[config.mk]
export PLATFORM = sky130hd
export DESIGN_NAME = pfx_stream_prefetcher
export DESIGN_NICKNAME = d
export VERILOG_FILES = /design/src/rtl/pfx_pkg.sv /design/src/rtl/pfx_step_eval.sv /design/src/rtl/pfx_stream_table.sv /design/src/rtl/pfx_issue_slot.sv /design/src/rtl/pfx_stream_prefetcher.sv
export SDC_FILE = /design/constraint.sdc
export NUM_CORES = 1
export LEC_CHECK = 0
export ABC_AREA = 0
export BUFFER_PORTS_ARGS = -buffer_cell sky130_fd_sc_hd__buf_4
export CORE_ASPECT_RATIO = 1.2
export CORE_MARGIN = 5
export CORE_UTILIZATION = 45
export DETAILED_ROUTE_END_ITERATION = 10
export PLACE_DENSITY_LB_ADDON = 0.3
export SLEW_MARGIN = 20
export SYNTH_ARGS = -nofsm -noshare
export SYNTH_HDL_FRONTEND = slang
export SYNTH_HIERARCHICAL = 1
export SYNTH_SLANG_ARGS = --single-unit
[constraint.sdc]
create_clock -name clk -period 9.2 [get_ports clk]
set_input_delay 0.92 -clock clk [delete_from_list [all_inputs] [get_ports clk]]
set_output_delay 0.92 -clock clk [all_outputs]
set_load 0.01 [all_outputs]
[src/rtl/pfx_pkg.sv]
// Shared types for the stream prefetcher.
// Assumes: nothing beyond the direction encoding defined here.
package pfx_pkg;
    // Direction of a tracked stream; up means increasing line index.
    typedef enum logic {
        PFX_UP   = 1'b0,
        PFX_DOWN = 1'b1
    } pfx_dir_e;

    // Width of the per-stream run counter (values 0, 1, 2 are used).
    localparam int PFX_RUN_W = 2;
endpackage

[src/rtl/pfx_step_eval.sv]
// Combinational evaluation of one demand request against the entry it
// selects: next run state, and the prefetch candidate line if the run is
// confirmed, the target stays inside the page and the line is not yet
// recorded as issued.
// Assumes: a miss is evaluated as a fresh allocation; DIST < 2**OFF_W.
module pfx_step_eval
    import pfx_pkg::*;
#(
    parameter int OFF_W = 6,
    parameter int DIST  = 2
) (
    input  logic                 hit,
    input  logic [OFF_W-1:0]     ent_last,
    input  pfx_dir_e             ent_dir,
    input  logic [PFX_RUN_W-1:0] ent_run,
    input  logic [(1<<OFF_W)-1:0] ent_bits,
    input  logic [OFF_W-1:0]     req_off,
    output logic [OFF_W-1:0]     nxt_last,
    output pfx_dir_e             nxt_dir,
    output logic [PFX_RUN_W-1:0] nxt_run,
    output logic                 cand_valid,
    output logic [OFF_W-1:0]     cand_off
);
    localparam int LINES = 1 << OFF_W;
    localparam logic [OFF_W+1:0] DIST_W  = (OFF_W+2)'(DIST);
    localparam logic [OFF_W+1:0] LINES_W = (OFF_W+2)'(LINES);

    logic     step_up, step_dn, same_line;
    pfx_dir_e step_dir;
    logic [OFF_W+1:0] tgt;
    logic     tgt_in_page;

    // Classify the request relative to the stream's latest line.
    always_comb begin
        step_up   = ({1'b0, ent_last} + 1'b1) == {1'b0, req_off};
        step_dn   = ({1'b0, req_off} + 1'b1) == {1'b0, ent_last};
        same_line = (req_off == ent_last);
        step_dir  = step_dn ? PFX_DOWN : PFX_UP;
    end

    // Next stream state for the selected (or newly allocated) entry.
    always_comb begin
        nxt_last = req_off;
        nxt_dir  = ent_dir;
        nxt_run  = '0;
        if (!hit) begin
            nxt_dir = PFX_UP;
        end else if (same_line) begin
            nxt_last = ent_last;
            nxt_run  = ent_run;
        end else if (step_up || step_dn) begin
            nxt_dir = step_dir;
            nxt_run = (ent_run != '0 && ent_dir == step_dir) ? 2'd2 : 2'd1;
        end
    end

    // Target line two ahead in the run direction, with the page bound.
    always_comb begin
        if (nxt_dir == PFX_UP) begin
            tgt         = {2'b00, req_off} + DIST_W;
            tgt_in_page = tgt < LINES_W;
        end else begin
            tgt         = {2'b00, req_off} - DIST_W;
            tgt_in_page = {2'b00, req_off} >= DIST_W;
        end
        cand_off   = tgt[OFF_W-1:0];
        cand_valid = hit && !same_line && (nxt_run == 2'd2) &&
                     tgt_in_page && !ent_bits[cand_off];
    end
endmodule

[src/rtl/pfx_stream_table.sv]
// Table of tracked streams keyed by page tag. Looks up the request page,
// presents the matching entry, writes back the evaluated state and
// allocates over the entry filled longest ago on a miss.
// Assumes: at most one entry per page (guaranteed by allocate-on-miss);
// mark is only raised on a hit.
module pfx_stream_table
    import pfx_pkg::*;
#(
    parameter int N_STREAMS = 4,
    parameter int TAG_W     = 20,
    parameter int OFF_W     = 6
) (
    input  logic                  clk,
    input  logic                  rst_n,
    input  logic                  req_valid,
    input  logic [TAG_W-1:0]      req_page,
    input  logic [OFF_W-1:0]      nxt_last,
    input  pfx_dir_e              nxt_dir,
    input  logic [PFX_RUN_W-1:0]  nxt_run,
    input  logic                  mark,
    input  logic [OFF_W-1:0]      mark_off,
    output logic                  hit,
    output logic [OFF_W-1:0]      sel_last,
    output pfx_dir_e              sel_dir,
    output logic [PFX_RUN_W-1:0]  sel_run,
    output logic [(1<<OFF_W)-1:0] sel_bits
);
    localparam int LINES = 1 << OFF_W;
    localparam int IDX_W = (N_STREAMS > 1) ? $clog2(N_STREAMS) : 1;

    logic                 valid_q [N_STREAMS];
    logic [TAG_W-1:0]     page_q  [N_STREAMS];
    logic [OFF_W-1:0]     last_q  [N_STREAMS];
    pfx_dir_e             dir_q   [N_STREAMS];
    logic [PFX_RUN_W-1:0] run_q   [N_STREAMS];
    logic [LINES-1:0]     bits_q  [N_STREAMS];
    logic [IDX_W-1:0]     alloc_ptr;
    logic [N_STREAMS-1:0] match;
    logic [IDX_W-1:0]     hit_idx;
    logic [IDX_W-1:0]     wr_idx;

    // Per-entry page comparators.
    for (genvar g = 0; g < N_STREAMS; g++) begin : g_match
        assign match[g] = valid_q[g] && (page_q[g] == req_page);
    end

    // Encode the matching entry and select its fields.
    always_comb begin
        hit_idx = '0;
        for (int i = 0; i < N_STREAMS; i++) begin
            if (match[i]) hit_idx = IDX_W'(i);
        end
        hit      = |match;
        sel_last = last_q[hit_idx];
        sel_dir  = dir_q[hit_idx];
        sel_run  = run_q[hit_idx];
        sel_bits = bits_q[hit_idx];
        wr_idx   = hit ? hit_idx : alloc_ptr;
    end

    // Write back stream state, allocate on miss, record accepted lines.
    always_ff @(posedge clk) begin
        if (!rst_n) begin
            alloc_ptr <= '0;
            for (int i = 0; i < N_STREAMS; i++) begin
                valid_q[i] <= 1'b0;
                page_q[i]  <= '0;
                last_q[i]  <= '0;
                dir_q[i]   <= PFX_UP;
                run_q[i]   <= '0;
                bits_q[i]  <= '0;
            end
        end else if (req_valid) begin
            last_q[wr_idx] <= nxt_last;
            dir_q[wr_idx]  <= nxt_dir;
            run_q[wr_idx]  <= nxt_run;
            if (!hit) begin
                valid_q[wr_idx] <= 1'b1;
                page_q[wr_idx]  <= req_page;
                bits_q[wr_idx]  <= '0;
                alloc_ptr <= (alloc_ptr == IDX_W'(N_STREAMS - 1)) ? '0 : alloc_ptr + 1'b1;
            end else if (mark) begin
                bits_q[wr_idx][mark_off] <= 1'b1;
            end
        end
    end

    // A page never sits in two entries at once.
    assert_one_match_R8: assert property (@(posedge clk) disable iff (!rst_n)
        $onehot0(match));

    // Only a tracked stream can record an issued line.
    assert_mark_on_hit_R7: assert property (@(posedge clk) disable iff (!rst_n)
        mark |-> (req_valid && hit));

    // A page allocated on a miss is found by a request to it at the next edge.
    assert_alloc_found_R8: assert property (@(posedge clk) disable iff (!rst_n)
        (req_valid && !hit) |=> (req_valid && req_page == $past(req_page)) |-> hit);
endmodule

[src/rtl/pfx_issue_slot.sv]
// One-deep holding register for prefetch addresses with valid/ready.
// Loads a candidate when empty or being drained; otherwise the candidate
// is discarded and not reported as accepted.
// Assumes: the consumer samples pf_addr when pf_valid and pf_ready are high.
module pfx_issue_slot #(
    parameter int ADDR_W = 32
) (
    input  logic              clk,
    input  logic              rst_n,
    input  logic              cand_valid,
    input  logic [ADDR_W-1:0] cand_addr,
    input  logic              pf_ready,
    output logic              pf_valid,
    output logic [ADDR_W-1:0] pf_addr,
    output logic              accept
);
    // Candidate is taken only if the slot is free at this edge.
    assign accept = cand_valid && (!pf_valid || pf_ready);

    // Hold, replace or drain the offered prefetch.
    always_ff @(posedge clk) begin
        if (!rst_n) begin
            pf_valid <= 1'b0;
            pf_addr  <= '0;
        end else if (accept) begin
            pf_valid <= 1'b1;
            pf_addr  <= cand_addr;
        end else if (pf_ready) begin
            pf_valid <= 1'b0;
        end
    end

    // A stalled offer stays put.
    assert_hold_R9: assert property (@(posedge clk) disable iff (!rst_n)
        (pf_valid && !pf_ready) |=> (pf_valid && $stable(pf_addr)));

    // A drained slot with nothing new goes empty.
    assert_drain_R9: assert property (@(posedge clk) disable iff (!rst_n)
        (pf_valid && pf_ready && !cand_valid) |=> !pf_valid);
endmodule

[src/rtl/pfx_stream_prefetcher.sv]
// Stream prefetcher top. Splits each demand byte address into page tag and
// line-in-page index, runs the stream table and step evaluation in the
// request cycle, and registers any resulting prefetch in the issue slot.
// Assumes: one request per cycle; LINE_BYTES and PAGE_BYTES are powers of
// two with PAGE_BYTES > LINE_BYTES.
module pfx_stream_prefetcher
    import pfx_pkg::*;
#(
    parameter int ADDR_W     = 32,
    parameter int LINE_BYTES = 64,
    parameter int PAGE_BYTES = 4096,
    parameter int N_STREAMS  = 4,
    parameter int DIST       = 2
) (
    input  logic              clk,
    input  logic              rst_n,
    input  logic              req_valid,
    input  logic [ADDR_W-1:0] req_addr,
    output logic              pf_valid,
    output logic [ADDR_W-1:0] pf_addr,
    input  logic              pf_ready
);
    localparam int LINE_W = $clog2(LINE_BYTES);
    localparam int PAGE_W = $clog2(PAGE_BYTES);
    localparam int OFF_W  = PAGE_W - LINE_W;
    localparam int TAG_W  = ADDR_W - PAGE_W;
    localparam int LN_W   = ADDR_W - LINE_W;

    logic [TAG_W-1:0]       req_page;
    logic [OFF_W-1:0]       req_off;
    logic                   hit;
    logic [OFF_W-1:0]       sel_last, nxt_last, cand_off;
    pfx_dir_e               sel_dir, nxt_dir;
    logic [PFX_RUN_W-1:0]   sel_run, nxt_run;
    logic [(1<<OFF_W)-1:0]  sel_bits;
    logic                   cand_valid, accept;
    logic [ADDR_W-1:0]      cand_addr;

    // Address split and candidate byte address in the request's page.
    always_comb begin
        req_page  = req_addr[ADDR_W-1:PAGE_W];
        req_off   = req_addr[PAGE_W-1:LINE_W];
        cand_addr = {req_page, cand_off, {LINE_W{1'b0}}};
    end

    pfx_stream_table #(
        .N_STREAMS(N_STREAMS), .TAG_W(TAG_W), .OFF_W(OFF_W)
    ) u_table (
        .clk(clk), .rst_n(rst_n), .req_valid(req_valid), .req_page(req_page),
        .nxt_last(nxt_last), .nxt_dir(nxt_dir), .nxt_run(nxt_run),
        .mark(accept), .mark_off(cand_off),
        .hit(hit), .sel_last(sel_last), .sel_dir(sel_dir),
        .sel_run(sel_run), .sel_bits(sel_bits)
    );

    pfx_step_eval #(.OFF_W(OFF_W), .DIST(DIST)) u_eval (
        .hit(req_valid && hit), .ent_last(sel_last), .ent_dir(sel_dir),
        .ent_run(sel_run), .ent_bits(sel_bits), .req_off(req_off),
        .nxt_last(nxt_last), .nxt_dir(nxt_dir), .nxt_run(nxt_run),
        .cand_valid(cand_valid), .cand_off(cand_off)
    );

    pfx_issue_slot #(.ADDR_W(ADDR_W)) u_issue (
        .clk(clk), .rst_n(rst_n), .cand_valid(cand_valid), .cand_addr(cand_addr),
        .pf_ready(pf_ready), .pf_valid(pf_valid), .pf_addr(pf_addr), .accept(accept)
    );

    // An accepted prefetch stays in the triggering page.
    assert_same_page_R5: assert property (@(posedge clk) disable iff (!rst_n)
        accept |=> (pf_addr[ADDR_W-1:PAGE_W] == $past(req_addr[ADDR_W-1:PAGE_W])));

    // An accepted prefetch sits DIST lines from the triggering line.
    assert_distance_R2: assert property (@(posedge clk) disable iff (!rst_n)
        accept |=> ((pf_addr[ADDR_W-1:LINE_W] == $past(req_addr[ADDR_W-1:LINE_W]) + LN_W'(DIST)) ||
                    (pf_addr[ADDR_W-1:LINE_W] == $past(req_addr[ADDR_W-1:LINE_W]) - LN_W'(DIST))));

    // Nothing appears without a request.
    assert_no_unprompted_R4: assert property (@(posedge clk) disable iff (!rst_n)
        (!req_valid && (!pf_valid || pf_ready)) |=> !pf_valid);

    // An untracked page never yields a candidate.
    assert_new_page_quiet_R6: assert property (@(posedge clk) disable iff (!rst_n)
        (req_valid && !hit) |-> !cand_valid);

    // Offered addresses are line aligned.
    assert_aligned_R11: assert property (@(posedge clk) disable iff (!rst_n)
        pf_valid |-> (pf_addr[LINE_W-1:0] == '0));
endmodule

== Word-level counts from Yosys, hierarchy flattened ==
Memories as Yosys holds them, arrays and structs flattened.
Index checks and enable logic that the tools add are counted.
Widths: inputs -> output; s select.
Word-level totals
  register bits: 29
  bits in latches: 0
  bits in writable memories: 376
  memory bits (read-only): 0
  bits of input ports: 36
  output and inout port bits: 33
  logic and storage cells: 238
  memories kept: 6
Operators by class
  add/subtract/negate cells: 5
  multipliers: 0
  div/mod/pow operators: 0
  magnitude comparators: 4
  eq/ne operators: 10
  shifts and indexed selects: 0
  muxes and demuxes: 118
  bitwise gates (word level): 65
  reductions and logical operators: 27
Memory list
  u_table.bits_q: words 4, bits a word 64, read ports 1, clocked after memory_dff 0, write ports 4, RTL line pfx_stream_table.sv:36  | logic [LINES-1:0] bits_q [N_STREAMS];
  u_table.page_q: words 4, bits a word 20, read ports 4, clocked after memory_dff 0, write ports 4, RTL line pfx_stream_table.sv:32  | logic [TAG_W-1:0] page_q [N_STREAMS];
  u_table.last_q: words 4, bits a word 6, read ports 1, clocked after memory_dff 0, write ports 4, RTL line pfx_stream_table.sv:33  | logic [OFF_W-1:0] last_q [N_STREAMS];
  u_table.run_q: words 4, bits a word 2, read ports 1, clocked after memory_dff 0, write ports 4, RTL line pfx_stream_table.sv:35  | logic [PFX_RUN_W-1:0] run_q [N_STREAMS];
  u_table.dir_q: words 4, bits a word 1, read ports 1, clocked after memory_dff 0, write ports 4, RTL line pfx_stream_table.sv:34  | pfx_dir_e dir_q [N_STREAMS];
  u_table.valid_q: words 4, bits a word 1, read ports 4, clocked after memory_dff 0, write ports 4, RTL line pfx_stream_table.sv:31  | logic valid_q [N_STREAMS];
Operators by type and width (count)
  $mux 64: 3
  $mux 1: 93
  $eq 20x20->1: 4
  $or 1x1->1: 64
  $reduce_or 64->1: 1
  $mux 2: 15
  $mux 6: 4
  $mux 20: 1
  $reduce_or 20->1: 1
  $add 6x1->7 const B: 2
  $eq 7x6->1: 2
  $logic_and 1x1->1: 12
  $add 6x2->7 const B: 1
  $lt 6x7->1 const B: 1
  $lt 7x7->1 const B: 1
  $bmux 1 s6: 1
  $demux 1 s6: 1
  $eq 6x6->1: 1
  $ge 6x1->1 const B: 1
  $ge 6x2->1 const B: 1
  $reduce_or 6->1: 1
  $sub 6x2->6 const B: 1
  $eq 2x2->1 const B: 2
  $reduce_bool 2->1: 2
  9 further kinds: 13

== Logic depth before layout (Yosys ltp) ==
Gate-level depths: netlist of run 1.
An unclocked memory read counts as a cell.
  depth in word-level cells: 28
  gate-level depth with buffers: 32
  depth with buffers taken out: 25

== By module ==
The synthesis of run 1 kept the hierarchy.
Modules (own cells, without submodules)
  pfx_stream_table: times used 1, cells an instance 1905, area each 19497.4 um^2, seq. area each 11270.8 um^2
  pfx_issue_slot: times used 1, cells an instance 143, area each 1356.3 um^2, seq. area each 660.6 um^2
  pfx_step_eval: times used 1, cells an instance 137, area each 1271.2 um^2, seq. area each 0.0 um^2
  pfx_stream_prefetcher: times used 1, cells an instance 2, area each 10.0 um^2, seq. area each 0.0 um^2

== Least setup slack after synthesis of run 1 ==
No wires, ideal clock.
  path type: input to register
  start: in req_addr[24]
  end: mem u_table/bits_q[2][0] in the netlist's numbering (data pin)
  setup time: 0.267 ns
  arrival time: 7.813 ns
  required time: 8.933 ns
  slack: 1.120 ns
  stages: 31
  buffers on the path: 8
  cell sequence: clkbuf_1 -> xor2_1 -> nor4b_1 -> and4_1 -> and4_1 -> clkbuf_1 -> clkbuf_1 -> clkbuf_1 -> o221ai_1 -> a31oi_1 -> ha_1 -> or3b_1 -> o211a_1 -> o32a_1 -> o41a_1 -> a21oi_4 -> mux2i_2 -> mux2i_1 -> mux2i_1 -> o2111a_1 -> nor2b_2 -> buf_6 -> buf_12 -> nand2_1 -> a211o_1 -> o2111ai_1 -> o211a_1 -> a31oi_1 -> clkbuf_1 -> buf_2 -> nor3_1
RTL lines
  from (decl): RTL line pfx_stream_prefetcher.sv:18  | input logic [ADDR_W-1:0] req_addr,
  to (decl): RTL line pfx_stream_table.sv:36

==> results.py, run 1 <==
metrics = {
    "status": {
        "run_status": "completed",
    },
    "sta": {
        "report.final.slew_viol_count": 0,
        "worst_pin_slew_ns": 1.207,
        "slew_headroom_pct": 19.25,
        "max_freq_mhz": 118.4,
        "whs_ns": 0.4598,
        "finalCritPeriodShare_pct": 91.77,
        "setup_slack_ns": 0.7570,
        "grt_setup_unrepaired": "false",
        "setup_tns_ns": 0,
        "period_minus_slack_ns": 8.443,
        "hold_violations": 0,
        "setup_viol": 0,
        "skew_ns": 0.01789,
    },
    "synth": {
        "yosysWarnings": 6,
        "syn_area_um2": 22130,
        "synth_seq_cells": 411,
        "ys.flop_type": "edfxtp_1",
        "synth_edf_count": 370,
        "async_flop_share_pct": 0,
        "synth_area_per_cell_um2": 10.12,
        "synth_most_common_cell": "edfxtp_1",
        "yosysTopAreaCell": "edfxtp_1",
        "synthDistinctLibCells": 80,
        "ys_top_cells_by_area": "edfxtp_1 50%, a31oi_1 4.0%, nor2_1 3.8%, dfxtp_1 3.7%, o221ai_1 2.9%",
        "synth_common_cells": "370 x edfxtp_1, 225 x nor2_1, 169 x clkbuf_1, 164 x nand2_1, 140 x a31oi_1",
        "ys_seq_area_share_pct": 53.90,
        "yosysTopAreaCellShare_pct": 50.20,
        "syn_inst": 2187,
    },
    "pwr": {
        "p_total_mw": 4.319,
        "ir_drop_mv": 0.1328,
        "p_per_area_nw_per_um2": 177.6,
        "p_leak_nw": 8.805,
    },
    "placement": {
        "portBuffers": 62,
        "pre_cts_slack_ns": 0.2378,
        "dp_hpwl_um": 37500,
        "routabilityCongestion": 0.8406,
    },
    "detailed_routing": {
        "routed_wl_um": 67430,
        "wire_per_inst_um": 24.18,
        "drt_iter0_markers": 2224,
        "viasPerCell": 6.412,
        "antenna_left": 0,
        "via_count": 17876,
        "drt_drc_violations_left": 0,
        "firstDrtPassIters": 6,
    },
    "grt": {
        "grt_pass1_vias": 17300,
        "busiest_layer": "met2",
        "grtUsageMet1_pct": 30.83,
        "grt_max_degree": 94,
        "track_usage_pct": 24.24,
        "grtUsageMet3_pct": 3.792,
        "gr-total-overflow": 0,
        "use_met2_pct": 40.69,
        "grt_pass1_wl_um": 101300,
        "antenna_found_initial": 0,
    },
    "floorplanning": {
        "die_h_um": 253.0,
        "die_w_um": 212.5,
        "initial_core_util_pct": 45.18,
        "die_area_um2": 53740,
        "rows": 89,
        "coreArea_um2": 49000,
        "boundaryPins": 69,
    },
    "cts": {
        "cts.htree.levels": 2,
        "post-cts-setup-buffer-count": 0,
        "cts_root_buffer": "clkbuf_16",
        "cts_buffers": 43,
        "holdBufCountCts": 0,
        "clock_path_buffers": 3,
        "cts_tree": "done",
        "cts_resized": 0,
        "numClockSinks": 411,
        "clkLatencyLatePin_ns": 0.58,
        "clk_pin_slew_worst_paths_ns": 0.06,
    },
    "min_path": {
        "hold_class": "reg -> reg",
        "min_to": "u_issue/pf_addr[18]",
        "whs_path_depth": 2,
        "min_from": "u_issue/pf_addr[18]",
    },
    "worst_setup_path": {
        "r2r_slack_ns": 0.92,
        "ff2ff_path_depth": 25,
        "crit_family": "compound AO/OA/AOI/OAI gates",
        "cp_max_fo": 28,
        "worst_path_most_repeated_cell": "buf_4",
        "criticalPathCategory": "in -> reg",
        "cp_slowest_cell": "nor2_4",
        "crit_arrival_ns": 8.71,
        "crit_path_start_kind": "input port",
        "worstPathRequired_ns": 9.47,
        "rr_startpoint": "u_table/page_q[1][19]",
        "critPathMaxStageDelay_ns": 0.78,
        "worstPathBufferInverterCount": 3,
        "rr_endpoint": "u_table/bits_q[0][4]",
        "endpoint_kind": "flop",
    },
    "cells_and_area": {
        "antenna_cells": 0,
        "fill_cells": 4444,
        "area_growth_pct": 9.898,
        "final_layout_size_suffix_gt1_share_pct": 10.88,
        "fin_nets": 2159,
        "final_core_util_pct": 49.65,
    },
    "flow_run": {
        "max_cap_violations": 0,
    },
}
[state kept, by name, indices dropped and copies added (netlist names)]
| register | flops |
|---|---|
| u_table/run_q | 8 |
| u_table/page_q | 80 |
| u_table/last_q | 24 |
| u_issue/pf_valid | 1 |
| u_issue/pf_addr | 32 |
| u_table/bits_q | 256 |
| u_table/valid_q | 4 |
| u_table/dir_q | 4 |
| u_table/alloc_ptr | 2 |
[logic make-up (layout without fill, tap and decap cells)]
group,Yosys count,in the layout,synth area share [%]
compound gates,526,526,15.04
simple gates,767,767,16.83
mux,65,65,3.900
other cells,1,6,0.01694
flops,411,411,53.90
fa+ha+maj,6,6,0.3391
xor+xnor,99,99,4.002
buf+inv,312,271,5.964
[tightest hold or removal path: cells and delay by family, from the launching register on]
| family | cells | cell delay, ns |
|---|---|---|
| muxes | 1 | 0.05 |
| DFF | 1 | 0.31 |
| and+or+nand+nor | 1 | 0.05 |
[how the worst max path moves through the flow]
stage / startpoint / endpoint / slack (ns) / depth (start not counted)
after floorplan: req_addr[24] / u_table/bits_q[2][0] / 1.12 / 31
after global routing: req_addr[14] / u_table/bits_q[0][22] / 0.45 / 25
after detailed placement: req_addr[14] / u_table/bits_q[3][63] / 0.24 / 25
after CTS: req_addr[14] / u_table/bits_q[3][63] / 0.84 / 25
after global placement: req_addr[14] / u_table/bits_q[3][63] / 0.42 / 25
final: req_addr[14] / u_table/bits_q[0][4] / 0.76 / 25
[cells in the final DEF (no fill, tap or decap), drive strengths merged, types with 19 or more instances in the layout]
cell    count
a21oi     116
a31oi     141
and2       83
and3       42
buf       114
clkbuf     54
clkinv     19
dfxtp      41
edfxtp    370
inv        81
mux2i      45
nand2     164
nand3      82
nand4      20
nor2      226
nor3       83
nor4       20
o21ai     125
o221ai     74
o31ai      35
xnor2      57
xor2       42
[per-layer routing]
metal / wire length, um / part of all wire, % / vias up
met5: 0 / 0 / -
li1: - / - / 7914
met3: 6395 / 9.5 / 230
met4: 3372 / 5.0 / 0
met2: 32620 / 48 / 1050
met1: 25040 / 37 / 8682
[power by group]
| part | switching [mW] | internal, mW | leakage, nW |
|---|---|---|---|
| sequential | 0.0294 | 2.13 | 4.18 |
| clock | 0.747 | 0.941 | 0.662 |
| combinational | 0.325 | 0.149 | 3.96 |
[per-stage QoR]
step,std cells,cell area [um2]
floorplan,2192,22150
global route,2788,24330
finish,2788,24330
CTS,2787,24300
global placement,2708,22950
detailed placement,2708,22950
[cell type report]
class | count | area (um2) | area share [%]
Clock buffer | 54 | 1179 | 4.845
Clock inverter | 25 | 171.4 | 0.7047
Inverter | 78 | 292.8 | 1.204
Multi-Input combinational cell | 1469 | 9037 | 37.15
Sequential cell | 411 | 11930 | 49.05
Tap cell | 637 | 797.0 | 3.276
Timing Repair Buffer | 114 | 917.1 | 3.770
(Power assumes the default switching activity.)
==> run 2: changes to the inputs <==
--- a/config.mk
+++ b/config.mk
@@ -7,11 +7,14 @@
 export LEC_CHECK = 0
 export ABC_AREA = 0
 export BUFFER_PORTS_ARGS = -buffer_cell sky130_fd_sc_hd__buf_4
+export CELL_PAD_IN_SITES_DETAIL_PLACEMENT = 1
+export CELL_PAD_IN_SITES_GLOBAL_PLACEMENT = 2
 export CORE_ASPECT_RATIO = 1.2
 export CORE_MARGIN = 5
-export CORE_UTILIZATION = 45
+export CORE_UTILIZATION = 42
 export DETAILED_ROUTE_END_ITERATION = 10
 export PLACE_DENSITY_LB_ADDON = 0.3
+export SETUP_SLACK_MARGIN = 0.4
 export SLEW_MARGIN = 20
 export SYNTH_ARGS = -nofsm -noshare
 export SYNTH_HDL_FRONTEND = slang
==> run 2 against run 1 <==
Non-clock buffer count increased by 11. Sequential cell count did not move. Clock power is 6% higher. Sequential share of layout area down 0.49 points. Total power increased by 2.6%. Clock-buffer cell count up 10. Critical endpoint is now u_table/bits_q[3][42].
==> results.py, run 2 (same netlist as run 1, synthesis figures left out) <==
metrics = {
    "worst_setup_path": {
        "worstPathRequired_ns": 9.48,
        "crit_path_start_kind": "input port",
        "setup.worst_path.start": "req_addr[17]",
        "endpoint_kind": "flop",
        "critPathMaxStageDelay_ns": 0.75,
        "crit_arrival_ns": 8.33,
        "cp_max_fo": 9,
        "cp_slowest_cell": "nor4_1",
        "worst-path-stages": 25,
        "rr_startpoint": "u_table/page_q[3][5]",
        "worstPathBufferInverterCount": 3,
        "criticalPathCategory": "in -> reg",
        "ff2ff_path_depth": 24,
        "crit_family": "simple AND/OR/NAND/NOR gates",
        "worst_path_most_repeated_cell": "buf_4",
    },
    "grt": {
        "gr-total-overflow": 0,
        "track_usage_pct": 25.66,
        "grt_max_degree": 139,
        "antenna_found_initial": 0,
        "grt_pass1_wl_um": 113000,
        "grt_pass1_vias": 18546,
    },
    "floorplanning": {
        "die_w_um": 219.6,
        "coreArea_um2": 52380,
        "boundaryPins": 69,
        "die_area_um2": 57410,
        "rows": 92,
        "initial_core_util_pct": 42.26,
        "die_h_um": 261.5,
    },
    "cts": {
        "clk_pin_slew_worst_paths_ns": 0.06,
        "cts_buffers": 46,
        "post-cts-setup-buffer-count": 0,
        "clkLatencyLatePin_ns": 0.59,
        "cts_resized": 0,
        "cts.htree.levels": 2,
        "cts_tree": "done",
        "clock_path_buffers": 3,
        "numClockSinks": 411,
        "holdBufCountCts": 0,
        "cts_root_buffer": "clkbuf_16",
    },
    "status": {
        "run_status": "completed",
    },
    "sta": {
        "whs_ns": 0.4577,
        "finalCritPeriodShare_pct": 87.54,
        "setup_viol": 0,
        "report.final.slew_viol_count": 0,
        "worst_pin_slew_ns": 1.126,
        "slew_headroom_pct": 24.94,
        "max_freq_mhz": 124.2,
        "period_minus_slack_ns": 8.053,
        "setup_tns_ns": 0,
        "hold_violations": 0,
        "skew_ns": 0.03154,
        "grt_setup_unrepaired": "false",
    },
    "pwr": {
        "power.internal_mw": 3.315,
        "ir_drop_mv": 0.1546,
        "p_per_area_nw_per_um2": 180.4,
        "p_leak_nw": 8.889,
        "pwr-share-comb_pct": 11.0,
        "clkPwrFrac_pct": 40.3,
        "power_frac_seq_pct": 48.7,
        "swShare_pct": 25.23,
        "switching_power_mw": 1.119,
    },
    "min_path": {
        "whs_path_depth": 2,
        "hold_class": "reg -> reg",
        "min_from": "u_issue/pf_addr[21]",
    },
    "detailed_routing": {
        "antenna_left": 0,
        "wire_per_inst_um": 26.15,
        "firstDrtPassIters": 5,
        "drt_iter0_markers": 1582,
        "routed_wl_um": 74980,
        "via_count": 17801,
        "viasPerCell": 6.207,
        "drt_drc_violations_left": 0,
    },
    "cells_and_area": {
        "final_layout_size_suffix_gt1_share_pct": 11.10,
        "fill_cells": 5694,
        "area_growth_pct": 11.02,
        "antenna_cells": 0,
        "largest_reg_flops": 256,
        "fin_nets": 2173,
        "final_cell_mix": "370 x edfxtp_1, 220 x nor2_1, 162 x nand2_1, 138 x a31oi_1, 119 x buf_4",
        "multi_input_area_um2": 9045,
        "regMostFlops": "u_table/bits_q",
        "reg_top3": "u_table/bits_q: 256 flops, u_table/page_q: 80 flops, u_issue/pf_addr: 32 flops",
        "final_common_cell": "edfxtp_1",
        "regArea_um2": 11930,
    },
    "placement": {
        "dp_hpwl_um": 42050,
        "routabilityCongestion": 0.8141,
        "portBuffers": 62,
    },
    "flow_run": {
        "max_cap_violations": 0,
    },
}
## run 2: changes by cell type in the layout (fill, tap and decap cells not counted), moves of 3 or more
cell and change:
clkbuf_16 +3, clkbuf_1 +9, buf_4 +10, clkinv_2 -5
## run 2: final timing paths
path,end,slack [ns]
min,u_issue/pf_addr[21],0.46
min reg2reg,u_issue/pf_addr[21],0.46
max,u_table/bits_q[3][42],1.15
max reg2reg,u_table/bits_q[3][42],1.27
## run 2: per-layer routing
metal	vias to the layer above	GRT usage, %	part of all wire (%)
met5	-	0	0
met1	9091	31.78	39
li1	7915	-	-
met3	188	3.272	6.0
met2	607	45.31	50
met4	0	10.57	4.2
## run 2: stage by stage
| step | utilization [%] | cell area (um2) | cells | setup slack (ns) | total power, mW |
|---|---|---|---|---|---|
| floorplan | - | 22150 | 2192 | 1.120 | 2.504 |
| global placement | 44.20 | 23150 | 2788 | 0.8709 | 2.663 |
| detailed placement | 44.21 | 23150 | 2788 | 0.7048 | 2.682 |
| CTS | 46.91 | 24570 | 2868 | 1.295 | 4.465 |
| global route | 46.92 | 24570 | 2868 | 0.9965 | 4.584 |
| finish | 46.92 | 24570 | 2868 | 1.147 | 4.434 |
## run 2: final cells by class
cell class / count / share of cell area [%]
clock buffers: 64 / 5.127
clock inverters: 16 / 0.6415
inverters: 78 / 1.191
multi-input cells: 1469 / 36.81
flip-flops and latches: 411 / 48.55
well taps: 705 / 3.590
repair buffers: 125 / 4.089
## run 2: worst reg2reg max path: stages, from the launching register on
cell,delay (ns)
edfxtp_1,0.38
xnor2_1,0.36
nand4_1,0.14
nor4_1,0.75
and4_1,0.49
nor2_4,0.13
o221ai_1,0.24
a31oi_1,0.25
ha_1,0.32
xnor2_1,0.15
nor2_1,0.06
o32a_1,0.38
o41a_1,0.39
a21oi_4,0.28
mux2_4,0.37
xor2_4,0.26
mux2i_1,0.46
o2111a_1,0.35
nor2b_4,0.24
nand2_1,0.11
buf_4,0.21
nor3_1,0.50
buf_4,0.31
nand3_1,0.23
a21oi_1,0.27
## run 2: power groups by stage
| stage | logic [mW] | clock network [mW] | registers [mW] |
|---|---|---|---|
| after floorplan | 0.315 | 0 | 2.19 |
| after global placement | 0.470 | 0 | 2.19 |
| after detailed placement | 0.483 | 0 | 2.20 |
| after CTS | 0.486 | 1.82 | 2.16 |
| after global routing | 0.519 | 1.90 | 2.17 |
| final | 0.488 | 1.79 | 2.16 |
